### src/rtl/zc_gain_pkg.sv
package zc_gain_pkg;
    typedef enum logic [1:0] {
        ZC_IDLE   = 2'd0,
        ZC_ARM    = 2'd1,
        ZC_SETTLE = 2'd2,
        ZC_WATCH  = 2'd3
    } zc_state_e;
endpackage

### src/rtl/zc_sync_edge.sv
module zc_sync_edge (
    input  logic clk,
    input  logic rst_n,
    input  logic raw,
    output logic evt
);
    logic s1_q, s2_q, prev_q;

    always_ff @(posedge clk or negedge rst_n) begin
        if (!rst_n) begin
            s1_q   <= 1'b0;
            s2_q   <= 1'b0;
            prev_q <= 1'b0;
        end else begin
            s1_q   <= raw;
            s2_q   <= s1_q;
            prev_q <= s2_q;
        end
    end

    // Any change of the synchronized level counts as a crossing.
    assign evt = s2_q ^ prev_q;
endmodule

### src/rtl/zc_risk.sv
module zc_risk #(
    parameter int GAIN_W        = 5,
    parameter int MAX_SAFE_STEP = 1
) (
    input  logic [GAIN_W-1:0] req_gain,
    input  logic              req_mute,
    input  logic [GAIN_W-1:0] cur_gain,
    input  logic              cur_mute,
    output logic              differs,
    output logic              risky
);
    localparam int DW = GAIN_W + 1;

    logic [DW-1:0] step_mag;

    always_comb begin
        if (req_gain >= cur_gain) begin
            step_mag = {1'b0, req_gain} - {1'b0, cur_gain};
        end else begin
            step_mag = {1'b0, cur_gain} - {1'b0, req_gain};
        end
        differs = (req_gain != cur_gain) || (req_mute != cur_mute);
        risky   = (req_mute != cur_mute) || (step_mag > DW'(MAX_SAFE_STEP));
    end
endmodule

### src/rtl/zc_gain_ctrl.sv
module zc_gain_ctrl
    import zc_gain_pkg::*;
#(
    parameter int GAIN_W        = 5,
    parameter int MAX_SAFE_STEP = 1,
    parameter int SETTLE_MS     = 1,
    parameter int TIMEOUT_MS    = 11,
    parameter int RST_GAIN      = 0
) (
    input  logic              clk,
    input  logic              rst_n,
    input  logic              tick_ms,
    input  logic [GAIN_W-1:0] req_gain,
    input  logic              req_mute,
    input  logic              zc_raw,
    output logic [GAIN_W-1:0] app_gain,
    output logic              app_mute,
    output logic              cmp_en,
    output logic              clk_req,
    output logic              done,
    output logic              muted
);
    localparam int CNT_W = $clog2(TIMEOUT_MS + 1);
    localparam logic [CNT_W-1:0] SETTLE_CNT  = CNT_W'(SETTLE_MS);
    localparam logic [CNT_W-1:0] TIMEOUT_CNT = CNT_W'(TIMEOUT_MS);

    typedef struct packed {
        zc_state_e         st;
        logic [GAIN_W-1:0] gain;
        logic              mute;
        logic [CNT_W-1:0]  ms;
        logic              done;
    } ctrl_t;

    ctrl_t ctrl_d, ctrl_q;
    logic  zc_evt, differs, risky;

    zc_sync_edge u_sync (
        .clk   (clk),
        .rst_n (rst_n),
        .raw   (zc_raw),
        .evt   (zc_evt)
    );

    zc_risk #(
        .GAIN_W        (GAIN_W),
        .MAX_SAFE_STEP (MAX_SAFE_STEP)
    ) u_risk (
        .req_gain (req_gain),
        .req_mute (req_mute),
        .cur_gain (ctrl_q.gain),
        .cur_mute (ctrl_q.mute),
        .differs  (differs),
        .risky    (risky)
    );

    always_comb begin
        ctrl_d      = ctrl_q;
        ctrl_d.done = 1'b0;
        if (ctrl_q.st != ZC_IDLE && tick_ms && ctrl_q.ms != TIMEOUT_CNT) begin
            ctrl_d.ms = ctrl_q.ms + 1'b1;
        end
        unique case (ctrl_q.st)
            ZC_IDLE: begin
                if (differs) begin
                    ctrl_d.st = ZC_ARM;
                    ctrl_d.ms = '0;
                end
            end
            ZC_ARM: begin
                if (risky) begin
                    ctrl_d.st = ZC_SETTLE;
                end else begin
                    ctrl_d.st   = ZC_IDLE;
                    ctrl_d.gain = req_gain;
                    ctrl_d.mute = req_mute;
                    ctrl_d.done = 1'b1;
                end
            end
            ZC_SETTLE: begin
                if (ctrl_q.ms >= TIMEOUT_CNT) begin
                    ctrl_d.st   = ZC_IDLE;
                    ctrl_d.gain = req_gain;
                    ctrl_d.mute = req_mute;
                    ctrl_d.done = 1'b1;
                end else if (ctrl_q.ms >= SETTLE_CNT) begin
                    ctrl_d.st = ZC_WATCH;
                end
            end
            ZC_WATCH: begin
                if (zc_evt || ctrl_q.ms >= TIMEOUT_CNT) begin
                    ctrl_d.st   = ZC_IDLE;
                    ctrl_d.gain = req_gain;
                    ctrl_d.mute = req_mute;
                    ctrl_d.done = 1'b1;
                end
            end
            default: ctrl_d.st = ZC_IDLE;
        endcase
    end

    always_ff @(posedge clk or negedge rst_n) begin
        if (!rst_n) begin
            ctrl_q.st   <= ZC_IDLE;
            ctrl_q.gain <= GAIN_W'(RST_GAIN);
            ctrl_q.mute <= 1'b1;
            ctrl_q.ms   <= '0;
            ctrl_q.done <= 1'b0;
        end else begin
            ctrl_q <= ctrl_d;
        end
    end

    assign app_gain = ctrl_q.gain;
    assign app_mute = ctrl_q.mute;
    assign muted    = ctrl_q.mute;
    assign done     = ctrl_q.done;
    assign clk_req  = (ctrl_q.st != ZC_IDLE);
    assign cmp_en   = (ctrl_q.st == ZC_SETTLE) || (ctrl_q.st == ZC_WATCH);
endmodule

### config.mk
export PLATFORM = sky130hd
export DESIGN_NAME = zc_gain_ctrl
export DESIGN_NICKNAME = d
export VERILOG_FILES = /design/src/rtl/zc_gain_pkg.sv /design/src/rtl/zc_sync_edge.sv /design/src/rtl/zc_risk.sv /design/src/rtl/zc_gain_ctrl.sv
export SDC_FILE = /design/constraint.sdc
export NUM_CORES = 1
export LEC_CHECK = 0
export CORE_AREA = 3 3 41 62
export DETAILED_ROUTE_END_ITERATION = 7
export DIE_AREA = 0 0 44 65
export DONT_BUFFER_PORTS = 1
export PLACE_DENSITY = 0.9
export SETUP_SLACK_MARGIN = 0.05
export SYNTH_ARGS = -nofsm -noshare
export SYNTH_HDL_FRONTEND = slang
export SYNTH_SLANG_ARGS = --single-unit
### constraint.sdc
create_clock -name clk -period 6.7 [get_ports clk]
set_input_delay 1.34 -clock clk [delete_from_list [all_inputs] [get_ports clk]]
set_output_delay 1.34 -clock clk [all_outputs]
set_load 0.02 [all_outputs]
==> metrics.md <==
| Metric | Value |
|---|---|
| Gate count of the mapped netlist | `150` |
| Synth unique cells | `38` |
| H-tree depth | `1` |
| Status | `complete, no violations` |
| Flop pwr share | `33.7%` |
| Total GRT Usage | `24.30%` |
| DRT antenna net count | `0` |
| Critical path class | `in2reg` |
| Overall Power | `0.6149 mW` |
| Post-CTS Hold Fix Bufs | `0` |
| First-pass GRT wire length | `5.126 mm` |
| Worst-path cell chain | `ha_1 > inv_1 > fa_1 > xor2_1 > or3_1 > or3_1 > o32a_4 > a21boi_1 > o21ai_0` |
| Starting Density | `66.34%` |
| Simple-gate share of the synthesized area | `17.56%` |
| Synth Area in Compound Gates | `20.31%` |
| Synth Area in XOR/XNOR | `5.147%` |
| Initial DRC Count | `43` |
| Endpoint class of the critical path | `flop` |
| Wire per inst | `18.42 um` |
| Fillers | `171` |
| IO Count | `20` |
| Chip height | `65 um` |
| Fmax | `0.2981 GHz` |
| Worst setup SP type | `primary input` |
| Clock skew | `0.003885 ns` |
| Tightest Pin Transition | `0.8726 ns` |
| Utilization of the core after routing | `64.70%` |
| Max Buffers Root-to-Sink | `2` |
| Critical Path Slowest Stage Cell | `o32a_4` |
| Register area share after synthesis | `29.50%` |
| Port Buffer Count | `0` |
| Crit path from | `req_gain[0]` |
| Max Slew Vio Count | `0` |
| Syn Area/Cell | `9.075 um^2` |
| Clk sinks | `16` |
| Nets | `169` |
| Final period util | `50.08%` |
| Detailed Routing Iterations Pass 1 | `4` |
| Worst-Skew Late Latency | `0.30 ns` |
| Register bit total from synthesis | `16` |
| CP dominant cell by count | `or3_1` |
| WP depth | `9` |
| Register area | `401.6 um^2` |
| Max incr delay on CP | `0.40 ns` |
| Clock power share | `10.5%` |
| Post-Synth Adder-Cell Area | `14.89%` |
| Peak VDD IR | `0.2214 mV` |
| DP HPWL | `2.498 mm` |
| Die ar. | `2860 um^2` |
| Resized Gates After CTS | `0` |
| Sw Share | `50.70%` |
| Worst R2R Path Depth | `10` |
| Worst setup path end | `ctrl_q[12]` |
| Grt ovf | `0` |
| Num CTS Buffers | `3` |
| EDFF count, synth | `0` |
| Setup Fix Bufs, Post-CTS | `0` |
| LEAKAGE | `0.6422 nW` |
| Crit path DAT | `3.54 ns` |
| Worst Path Max Fanout | `7` |
| Setup ws final | `3.345 ns` |
| Initial antenna violation count | `0` |
| Comb power frac | `55.7%` |
| Relative slew slack | `41.41%` |
| Top_reg_cell synth | `dfrtp_1` |
| Fin. Hold Viols | `0` |
| Largest family of logic cells by synthesized area | `compound AO/OA/AOI/OAI gates` |
| Area of the multi-input gates | `798.3 um^2` |
| Total number of vias | `1,080` |
| Clk slew on worst S/H paths | `0.09 ns` |
| Gp weighted congestion | `0.9188` |
| RSZ-0062 raised after global routing | `no` |
| Cell family with most CP delay | `compound AO/OA/AOI/OAI gates` |
| Max cap viols | `0` |
| Hold Path Class | `reg2reg` |
| Clock Tree Root | `clkbuf_4` |
| PD cells | `463.2 nW/um^2` |
| DRC | `0` |
| Reg2reg start | `app_gain[0]` |
| Final min period | `3.355 ns` |
| Pre-CTS setup slack | `3.033 ns` |
| CTS tree | `yes` |
| Post-Syn Nets | `175` |
| CP Buf/Inv Count | `1` |
| R2R Setup Slk | `3.74 ns` |
| Row cnt | `20` |
| Ys async rst share | `100.0%` |
| Vias in the first global route | `1,160` |
| Synth-to-Final Area Change | `-2.482%` |
| Core Area | `2052 um^2` |
| Sw Pwr | `0.3118 mW` |
| Mux share of post-synthesis cell area | `0.7353%` |
| Die Span X | `44 um` |
| # diodes | `0` |
| Pint | `0.3031 mW` |
| Ys Warns | `0` |
| Hold slack | `0.3684 ns` |
| Proportion of layout cells with a drive suffix above 1 | `9.091%` |
| Total wire length | `3.040 mm` |
| Sum Neg Setup Slack | `0 ns` |
| Reg-to-reg endpoint | `ctrl_q[12]` |
| Post-Syn Area | `1361 um^2` |
| Vias/cell | `6.545` |
| Largest net degree at the start of global routing | `17` |
| Finish-stage setup viols | `0` |
| Req. time, crit path | `6.88 ns` |
-- state kept, by name, summed over array words and instances, names as in the netlist --
name	count
u_sync.s2_q	1
u_sync.prev_q	1
done	1
u_sync.s1_q	1
ctrl_q	6
app_mute	1
app_gain	5
-- power groups by stage --
stage          sequential, mW  clock, mW  combinational, mW
3_3_place_gp            0.206          0              0.330
4_1_cts                 0.208     0.0659              0.343
2_1_floorplan           0.170          0              0.343
6_report                0.207     0.0648              0.343
5_1_grt                 0.213     0.0697              0.383
3_5_place_dp            0.210          0              0.341
-- metrics by stage --
step           cells  area [um^2]
6_report         165         1328
5_1_grt          165         1328
4_1_cts          165         1328
3_5_place_dp     161         1291
3_3_place_gp     161         1291
2_1_floorplan    150         1361
-- cell usage after synthesis, types with 3 or more instances --
cell type | count | area (um^2)
buf_4 | 6 | 45.04
xor2_1 | 4 | 35.03
nand2_1 | 8 | 30.03
inv_1 | 17 | 63.81
o21ai_0 | 3 | 15.01
xnor2_1 | 4 | 35.03
o211ai_2 | 5 | 62.56
a211oi_1 | 6 | 45.04
ha_1 | 13 | 162.7
nand3_1 | 9 | 45.04
nand4_1 | 7 | 43.79
nor2_1 | 9 | 33.78
dfrtp_1 | 15 | 375.4
a21oi_1 | 13 | 65.06
-- final cells by class --
cell class | instances | area share (%)
sequential | 16 | 30.25
inverter | 17 | 4.807
tap | 22 | 2.074
multi-input combinational | 106 | 60.13
clock buffer | 4 | 2.733
-- logic make-up (layout without fill, tap and decap cells) --
family                     after synthesis  after routing
xor gates and xnor gates                 8              8
buffers and inverters                   28             21
adders and majority gates               15             15
muxes                                    1              1
and+or+nand+nor                         45             45
AOI/OAI and AO/OA                       37             37
DFF                                     16             16
-- per-layer routing --
metal,GRT usage [%],vias up,wire [um]
met5,0,-,0
met2,43.43,33,1663
met1,24.12,519,1041
met3,2.222,17,101
met4,19.25,0,233
li1,-,511,-
-- placed cells by master, fill, tap and decap left out --
cell type	count
nand3_1	9
or2_2	1
and4b_1	1
a21boi_1	1
nor2_1	9
a31oi_1	2
a21boi_0	1
nand3b_1	1
nor3_1	1
nor2b_1	2
xor2_1	4
a21o_1	1
or3_1	2
fa_1	2
o211ai_2	5
a211oi_1	6
ha_1	13
nand4_1	7
inv_1	17
clkbuf_8	1
dfstp_2	1
o221ai_1	1
a21oi_1	13
clkbuf_4	3
nand2b_1	2
o21bai_1	2
xnor2_1	4
dfrtp_1	15
mux2i_1	1
nand2_1	8
nand4bb_1	1
o21a_1	1
o32a_4	1
o21ai_0	3
and2_4	1
-- worst min path at each step --
stage           startpoint          end  slack [ns]  depth (start not counted)
6_report       u_sync.s1_q  u_sync.s2_q        0.37                          0
3_3_place_gp   u_sync.s1_q  u_sync.s2_q        0.35                          0
5_1_grt        u_sync.s1_q  u_sync.s2_q        0.38                          0
2_1_floorplan  u_sync.s1_q  u_sync.s2_q        0.33                          0
4_1_cts        u_sync.s1_q  u_sync.s2_q        0.37                          0
3_5_place_dp   u_sync.s1_q  u_sync.s2_q        0.34                          0
Note: power is estimated with default switching activity, not from simulation.
